===== src/rtl/coex_cond_pkg.sv =====
package coex_cond_pkg;

    typedef enum logic [1:0] {
        GR_NONE    = 2'd0,
        GR_MAC_A   = 2'd1,
        GR_MAC_B   = 2'd2,
        GR_FOREIGN = 2'd3
    } grant_e;

    typedef enum logic [1:0] {
        BSY_OWN_AND_RF  = 2'd0,
        BSY_HOLD_LOW    = 2'd1,
        BSY_OTHER_OR_RF = 2'd2,
        BSY_OTHER_ONLY  = 2'd3
    } busy_sel_e;

    typedef struct packed {
        logic act_a;
        logic act_b;
        logic hi_pri;
        logic rf_busy;
        logic cca_raw;
        logic wlan_tx;
        logic wlan_rx;
        logic closing;
    } samp_t;

    typedef struct packed {
        logic      act_mode;
        busy_sel_e busy_sel;
        logic      cca_force;
        logic      wlan_fwd;
        logic [1:0] diag_sel;
    } cfg_t;

endpackage


===== src/rtl/coex_cond_stage.sv =====
module coex_cond_stage
    import coex_cond_pkg::*;
#(
    parameter int DIAG_W = 8
) (
    input  logic              clk,
    input  logic              rst_n,
    input  logic [1:0]        dec_code,
    input  samp_t             samp_in,
    input  cfg_t              cfg_in,
    input  logic [DIAG_W-1:0] diag_in,
    output grant_e            state,
    output samp_t             samp_q,
    output cfg_t              cfg_q,
    output logic [DIAG_W-1:0] diag_q
);

    grant_e state_nxt;

    // Next grant state: every edge jumps to the state named by the decision.
    always_comb begin
        unique case (dec_code)
            2'd0:    state_nxt = GR_NONE;
            2'd1:    state_nxt = GR_MAC_A;
            2'd2:    state_nxt = GR_MAC_B;
            default: state_nxt = GR_FOREIGN;
        endcase
    end

    // State register together with the sampled companions.
    always_ff @(posedge clk or negedge rst_n) begin
        if (!rst_n) begin
            state  <= GR_NONE;
            samp_q <= '0;
            cfg_q  <= '0;
            diag_q <= '0;
        end else begin
            state  <= state_nxt;
            samp_q <= samp_in;
            cfg_q  <= cfg_in;
            diag_q <= diag_in;
        end
    end

    // the registered state tracks the previous decision code.
    a_r10_state_follows: assert property (@(posedge clk) disable iff (!rst_n)
        (dec_code == 2'd3) |=> (state == GR_FOREIGN));

endmodule


===== src/rtl/coex_cond_radio.sv =====
module coex_cond_radio
    import coex_cond_pkg::*;
(
    input  grant_e state,
    input  samp_t  samp_q,
    input  cfg_t   cfg_q,
    output logic   partner_act,
    output logic   partner_pri,
    output logic   a_busy,
    output logic   b_cca,
    output logic   a_wlan_tx,
    output logic   a_wlan_rx
);

    logic own_grant;
    logic other_grant;
    logic any_active;

    // Output process driven from the grant state and the sampled inputs.
    always_comb begin
        own_grant   = 1'b0;
        other_grant = 1'b0;
        any_active  = samp_q.act_a | samp_q.act_b;
        partner_act = any_active;
        partner_pri = 1'b0;
        unique case (state)
            GR_NONE: begin
                partner_pri = 1'b0;
            end
            GR_MAC_A: begin
                own_grant   = 1'b1;
                partner_pri = samp_q.hi_pri;
            end
            GR_MAC_B: begin
                other_grant = 1'b1;
                partner_pri = samp_q.hi_pri;
            end
            GR_FOREIGN: begin
                other_grant = 1'b1;
                if (cfg_q.act_mode) partner_act = 1'b0;
            end
        endcase

        unique case (cfg_q.busy_sel)
            BSY_OWN_AND_RF:  a_busy = own_grant & samp_q.rf_busy;
            BSY_HOLD_LOW:    a_busy = 1'b0;
            BSY_OTHER_OR_RF: a_busy = other_grant | samp_q.rf_busy;
            BSY_OTHER_ONLY:  a_busy = other_grant;
        endcase

        b_cca     = (cfg_q.cca_force && state != GR_MAC_B) ? 1'b1 : samp_q.cca_raw;
        a_wlan_tx = cfg_q.wlan_fwd & samp_q.wlan_tx;
        a_wlan_rx = cfg_q.wlan_fwd & samp_q.wlan_rx;
    end

endmodule


===== src/rtl/coex_cond_diag.sv =====
module coex_cond_diag
    import coex_cond_pkg::*;
#(
    parameter int DIAG_W = 8,
    parameter int GRP_W  = 3,
    parameter int N_GRP  = 2
) (
    input  grant_e            state,
    input  logic              closing,
    input  logic [1:0]        diag_sel,
    input  logic [DIAG_W-1:0] diag_q,
    output logic [DIAG_W-1:0] diag_out
);

    localparam int OVL_W = GRP_W * N_GRP;

    logic [GRP_W-1:0] status_grp;

    always_comb status_grp = {closing, state};

    // One overlay slot per group; select value g+1 claims group g.
    for (genvar g = 0; g < N_GRP; g++) begin : g_grp
        assign diag_out[g*GRP_W +: GRP_W] =
            (diag_sel == 2'(g + 1)) ? status_grp : diag_q[g*GRP_W +: GRP_W];
    end

    if (DIAG_W > OVL_W) begin : g_upper
        assign diag_out[DIAG_W-1:OVL_W] = diag_q[DIAG_W-1:OVL_W];
    end

endmodule


===== src/rtl/coex_grant_cond.sv =====
module coex_grant_cond
    import coex_cond_pkg::*;
#(
    parameter int DIAG_W = 8
) (
    input  logic              clk,
    input  logic              rst_n,
    input  logic [1:0]        dec_code,
    input  logic              closing,
    input  logic              act_a,
    input  logic              act_b,
    input  logic              win_hi_pri,
    input  logic              rf_busy,
    input  logic              cca_raw,
    input  logic              wlan_tx_in,
    input  logic              wlan_rx_in,
    input  logic              act_mode,
    input  logic [1:0]        busy_sel,
    input  logic              cca_force,
    input  logic              wlan_fwd,
    input  logic [1:0]        diag_sel,
    input  logic [DIAG_W-1:0] diag_in,
    output logic              partner_act,
    output logic              partner_pri,
    output logic              a_busy,
    output logic              b_cca,
    output logic              a_wlan_tx,
    output logic              a_wlan_rx,
    output logic [DIAG_W-1:0] diag_out
);

    samp_t             samp_in;
    samp_t             samp_q;
    cfg_t              cfg_in;
    cfg_t              cfg_q;
    grant_e            state;
    logic [DIAG_W-1:0] diag_q;

    always_comb begin
        samp_in.act_a   = act_a;
        samp_in.act_b   = act_b;
        samp_in.hi_pri  = win_hi_pri;
        samp_in.rf_busy = rf_busy;
        samp_in.cca_raw = cca_raw;
        samp_in.wlan_tx = wlan_tx_in;
        samp_in.wlan_rx = wlan_rx_in;
        samp_in.closing = closing;
        cfg_in.act_mode  = act_mode;
        cfg_in.busy_sel  = busy_sel_e'(busy_sel);
        cfg_in.cca_force = cca_force;
        cfg_in.wlan_fwd  = wlan_fwd;
        cfg_in.diag_sel  = diag_sel;
    end

    coex_cond_stage #(.DIAG_W(DIAG_W)) u_stage (
        .clk      (clk),
        .rst_n    (rst_n),
        .dec_code (dec_code),
        .samp_in  (samp_in),
        .cfg_in   (cfg_in),
        .diag_in  (diag_in),
        .state    (state),
        .samp_q   (samp_q),
        .cfg_q    (cfg_q),
        .diag_q   (diag_q)
    );

    coex_cond_radio u_radio (
        .state       (state),
        .samp_q      (samp_q),
        .cfg_q       (cfg_q),
        .partner_act (partner_act),
        .partner_pri (partner_pri),
        .a_busy      (a_busy),
        .b_cca       (b_cca),
        .a_wlan_tx   (a_wlan_tx),
        .a_wlan_rx   (a_wlan_rx)
    );

    coex_cond_diag #(.DIAG_W(DIAG_W)) u_diag (
        .state    (state),
        .closing  (samp_q.closing),
        .diag_sel (cfg_q.diag_sel),
        .diag_q   (diag_q),
        .diag_out (diag_out)
    );

    a_r1_reset_quiet: assert property (@(posedge clk)
        !rst_n |-> (!partner_act && !partner_pri && !a_busy && !b_cca && diag_out == '0));

    a_r3_foreign_mutes_act: assert property (@(posedge clk) disable iff (!rst_n)
        (act_mode && dec_code == 2'd3) |=> !partner_act);

    a_r4_no_pri_without_grant: assert property (@(posedge clk) disable iff (!rst_n)
        (dec_code == 2'd0 || dec_code == 2'd3) |=> !partner_pri);

    a_r5_busy_hold_low: assert property (@(posedge clk) disable iff (!rst_n)
        (busy_sel == 2'd1) |=> !a_busy);

    a_r6_cca_forced: assert property (@(posedge clk) disable iff (!rst_n)
        (cca_force && dec_code != 2'd2) |=> b_cca);

    a_r7_wlan_blocked: assert property (@(posedge clk) disable iff (!rst_n)
        !wlan_fwd |=> (!a_wlan_tx && !a_wlan_rx));

endmodule


===== config.mk =====
export PLATFORM = sky130hd
export DESIGN_NAME = coex_grant_cond
export DESIGN_NICKNAME = d
export VERILOG_FILES = /design/src/rtl/coex_cond_pkg.sv /design/src/rtl/coex_cond_stage.sv /design/src/rtl/coex_cond_radio.sv /design/src/rtl/coex_cond_diag.sv /design/src/rtl/coex_grant_cond.sv
export SDC_FILE = /design/constraint.sdc
export NUM_CORES = 1
export LEC_CHECK = 0
export ABC_AREA = 1
export CAP_MARGIN = 20
export CORE_UTILIZATION = 42
export DETAILED_ROUTE_END_ITERATION = 6
export PLACE_DENSITY = 0.85
export RECOVER_POWER = 50
export SYNTH_ARGS = -nofsm -noshare
export SYNTH_HDL_FRONTEND = slang
export SYNTH_SLANG_ARGS = --single-unit

===== constraint.sdc =====
create_clock -name clk -period 1.91 [get_ports clk]
set_input_delay 0.191 -clock clk [delete_from_list [all_inputs] [get_ports clk]]
set_output_delay 0.191 -clock clk [all_outputs]
set_load 0.01 [all_outputs]

==> results of run 1 <==
## timing repair
action                     in CTS  in global routing
gates resized for setup         1                  4
buffers inserted                1                  1
cloned                          0                  0
setup endpoints to repair       1                  3
## layer usage
metal / track usage (%) / up-vias / share of wire, %
met5: 0 / - / 0
met4: 8.57 / 0 / 1.8
met3: 6.92 / 2 / 8.5
met2: 27.5 / 23 / 55
met1: 17.4 / 279 / 35
li1: - / 305 / -
## through the flow
step	hold slack, ns	instances
floorplan	-0.105	74
global placement	0.566	136
detailed placement	0.570	136
CTS	0.230	141
global route	0.410	142
finish	0.434	142
## layout by cell type, fill, tap and decap left out
master	n
dlygate4sd2_1	1
clkbuf_4	3
clkdlybuf4s50_1	10
buf_4	2
dlygate4sd3_1	26
inv_1	9
ha_1	3
nand2_1	19
dfrtp_1	25
nor2_1	3
nand3_1	6
inv_2	2
a21oi_1	1
clkbuf_1	2
o21ai_1	1
o21bai_1	1
dlymetal6s2s_1	3
## how the worst min path moves through the flow
stage / from / endpoint / slack [ns]
after floorplan: rst_n / u_stage.cfg_q[0] / -0.10
after global placement: rst_n / u_stage.samp_q[1] / 0.57
after detailed placement: rst_n / u_stage.samp_q[1] / 0.57
after CTS: rst_n / u_stage.diag_q[6] / 0.23
after global routing: busy_sel[1] / u_stage.cfg_q[5] / 0.41
final: act_b / u_stage.samp_q[6] / 0.43
## critical path, stage by stage, from the launching register on
cell	delay [ns]
dfrtp_1	0.43
buf_4	0.13
buf_4	0.09
nand3_1	0.07
nand2_1	0.07
clkdlybuf4s50_1	0.52
## registers in the layout (all words and copies together) (netlist names)
register / count
u_stage.diag_q: 8
u_stage.cfg_q: 7
u_stage.state: 2
u_stage.samp_q: 8
## cell type report
| type | count | area, um^2 |
|---|---|---|
| Clock buffer | 4 | 26.3 |
| Inverter | 11 | 41.3 |
| Sequential cell | 25 | 626 |
| Multi-Input combinational cell | 34 | 168 |
| Timing Repair Buffer | 43 | 425 |
| Tap cell | 25 | 31.3 |
| Fill cell | 144 | 503 |
## power by group through the flow
| stage | Clock [mW] | Sequential [mW] | Combinational (mW) |
|---|---|---|---|
| 2_1_floorplan | 0 | 0.576 | 0.0421 |
| 3_3_place_gp | 0 | 0.577 | 0.146 |
| 3_5_place_dp | 0 | 0.579 | 0.147 |
| 4_1_cts | 0.228 | 0.568 | 0.148 |
| 5_1_grt | 0.249 | 0.572 | 0.150 |
| 6_report | 0.217 | 0.568 | 0.134 |
## cells by family (layout without fill, tap and decap cells)
group / Yosys count / count (layout)
simple gates: 28 / 28
flops: 25 / 25
buf+inv: 15 / 58
compound gates: 3 / 3
fa+ha+maj: 3 / 3
==> results.yml, run 1 <==
sta:
  fmax_mhz: 554
  setup_tns_ns: 0
  maxSlewHeadroom_pct: 14.1
  rsz0062_at_grt: "false"
  setup_violations: 0
  finalMaxSlewViolations: 0
  tightest_slew_ns: 1.29
  worst_slack_ns: 0.106
  period_share_pct: 94.5
  hold_viol: 0
  period_needed_ns: 1.80
routing:
  avgRoutedWirePerCell_um: 10.4
  num_vias: 609
  drc_errors: 0
  wl_mm: 1.48
  vias_per_cell: 4.29
  firstDrtPassIters: 2
  ant_nets: 0
  drt_iter0_markers: 3
clock_network:
  cts_buffers: 3
  clk_pin_slew_ns: 0.12
  clockBufferDepth: 2
  root_buffer: "clkbuf_4"
  ctsHoldBuffers: 0
  cts_tree: "done"
  clock_sinks: 25
  htreeDepth: 1
yosys:
  synth_seq_cells: 25
  synthFlopType: "dfrtp_1"
  synth_xor_area_share_pct: 0
  netlist_area_um2: 857
  yosysMostFrequentCell: "dfrtp_1"
  syn_nets: 104
  synth.mux.area_fraction_pct: 0
  synth-compound-area-share_pct: 2.04
  syn_inst: 74
  synth_top_family_by_area: "simple AND/OR/NAND/NOR gates"
  yosys.area.top_type: "dfrtp_1"
  synth-edff-count: 0
  yosysWarningCount: 0
  synth.area.top_cells: "dfrtp_1 73%, nand2_1 8.3%, ha_1 4.4%, inv_1 3.9%, nand3_1 3.5%"
  ys_async_sr_fraction_pct: 100
  netlist.area_leader.share_pct: 73.0
  synthDistinctLibCells: 12
  ys_seq_area_share_pct: 73.0
  synth_adder_area_share_pct: 4.38
  syn_avg_cell_area_um2: 11.6
  yosys-top-cells-count: "25 x dfrtp_1, 19 x nand2_1, 9 x inv_1"
  synth-simple-area-share_pct: 13.1
cells_and_area:
  drive_gt1_share_pct: 5.98
  utilization_pct: 72.4
  syn_to_final_growth_pct: 53.7
  nets: 148
  finalInstanceArea_um2: 1320
  antenna_cells: 0
min_path:
  hold_path_depth: 1
  hp-class: "in2reg"
power:
  power_frac_comb_pct: 14.6
  internal_power_mw: 0.719
  finalPower_mw: 0.919
  ir_drop_v: 0.000535
  power.density_nw_per_um2: 698
  swShare_pct: 21.8
  clockPowerShare_pct: 23.6
  seqPwrFrac_pct: 61.8
  p_sw_mw: 0.200
  static-leakage-power_nw: 0.670
global_routing:
  antenna_found_initial: 0
  grt_usage_pct: 16.3
  grt_pass1_wl_mm: 2.37
  grt_pass1_vias: 602
  gr-total-overflow: 0
  grt_max_degree: 26
floorplanning:
  die_w_um: 47.2
  start_util_pct: 47.1
  core.rowCount: 15
  core_area_um2: 1820
  die_y_um: 47.2
  io_pins: 41
  dieArea_um2: 2230
setup_path:
  cp-end-kind: "output port"
  arrival_ns: 1.61
  crit_fanout: 5
  endpoint: "diag_out[3]"
  startpoint: "u_stage.state[0]"
  worstSetupStartpointType: "register"
  crit_required_ns: 1.72
  crit_type: "reg2out"
flow_run:
  maxCapViolCount: 0
outcome:
  outcome: "completed"
placed_design:
  pre_cts_slack_ns: 0.335
  portBuffers: 40
  place_hpwl_mm: 1.16
  post_dp_cell_area_um2: 1270
  gp_congestion: 0.616
(Power assumes the default switching activity.)
==> inputs of run 2 (changes only) <==
- CTS_CLUSTER_DIAMETER: default -> 40
==> results of run 2 <==
Final layout, timing and power as in run 1 (identical DEF).
==> inputs of run 3 (changes only) <==
- HOLD_SLACK_MARGIN: default -> 0.12
==> results of run 3 <==
Final layout, timing and power as in run 1 (identical DEF).
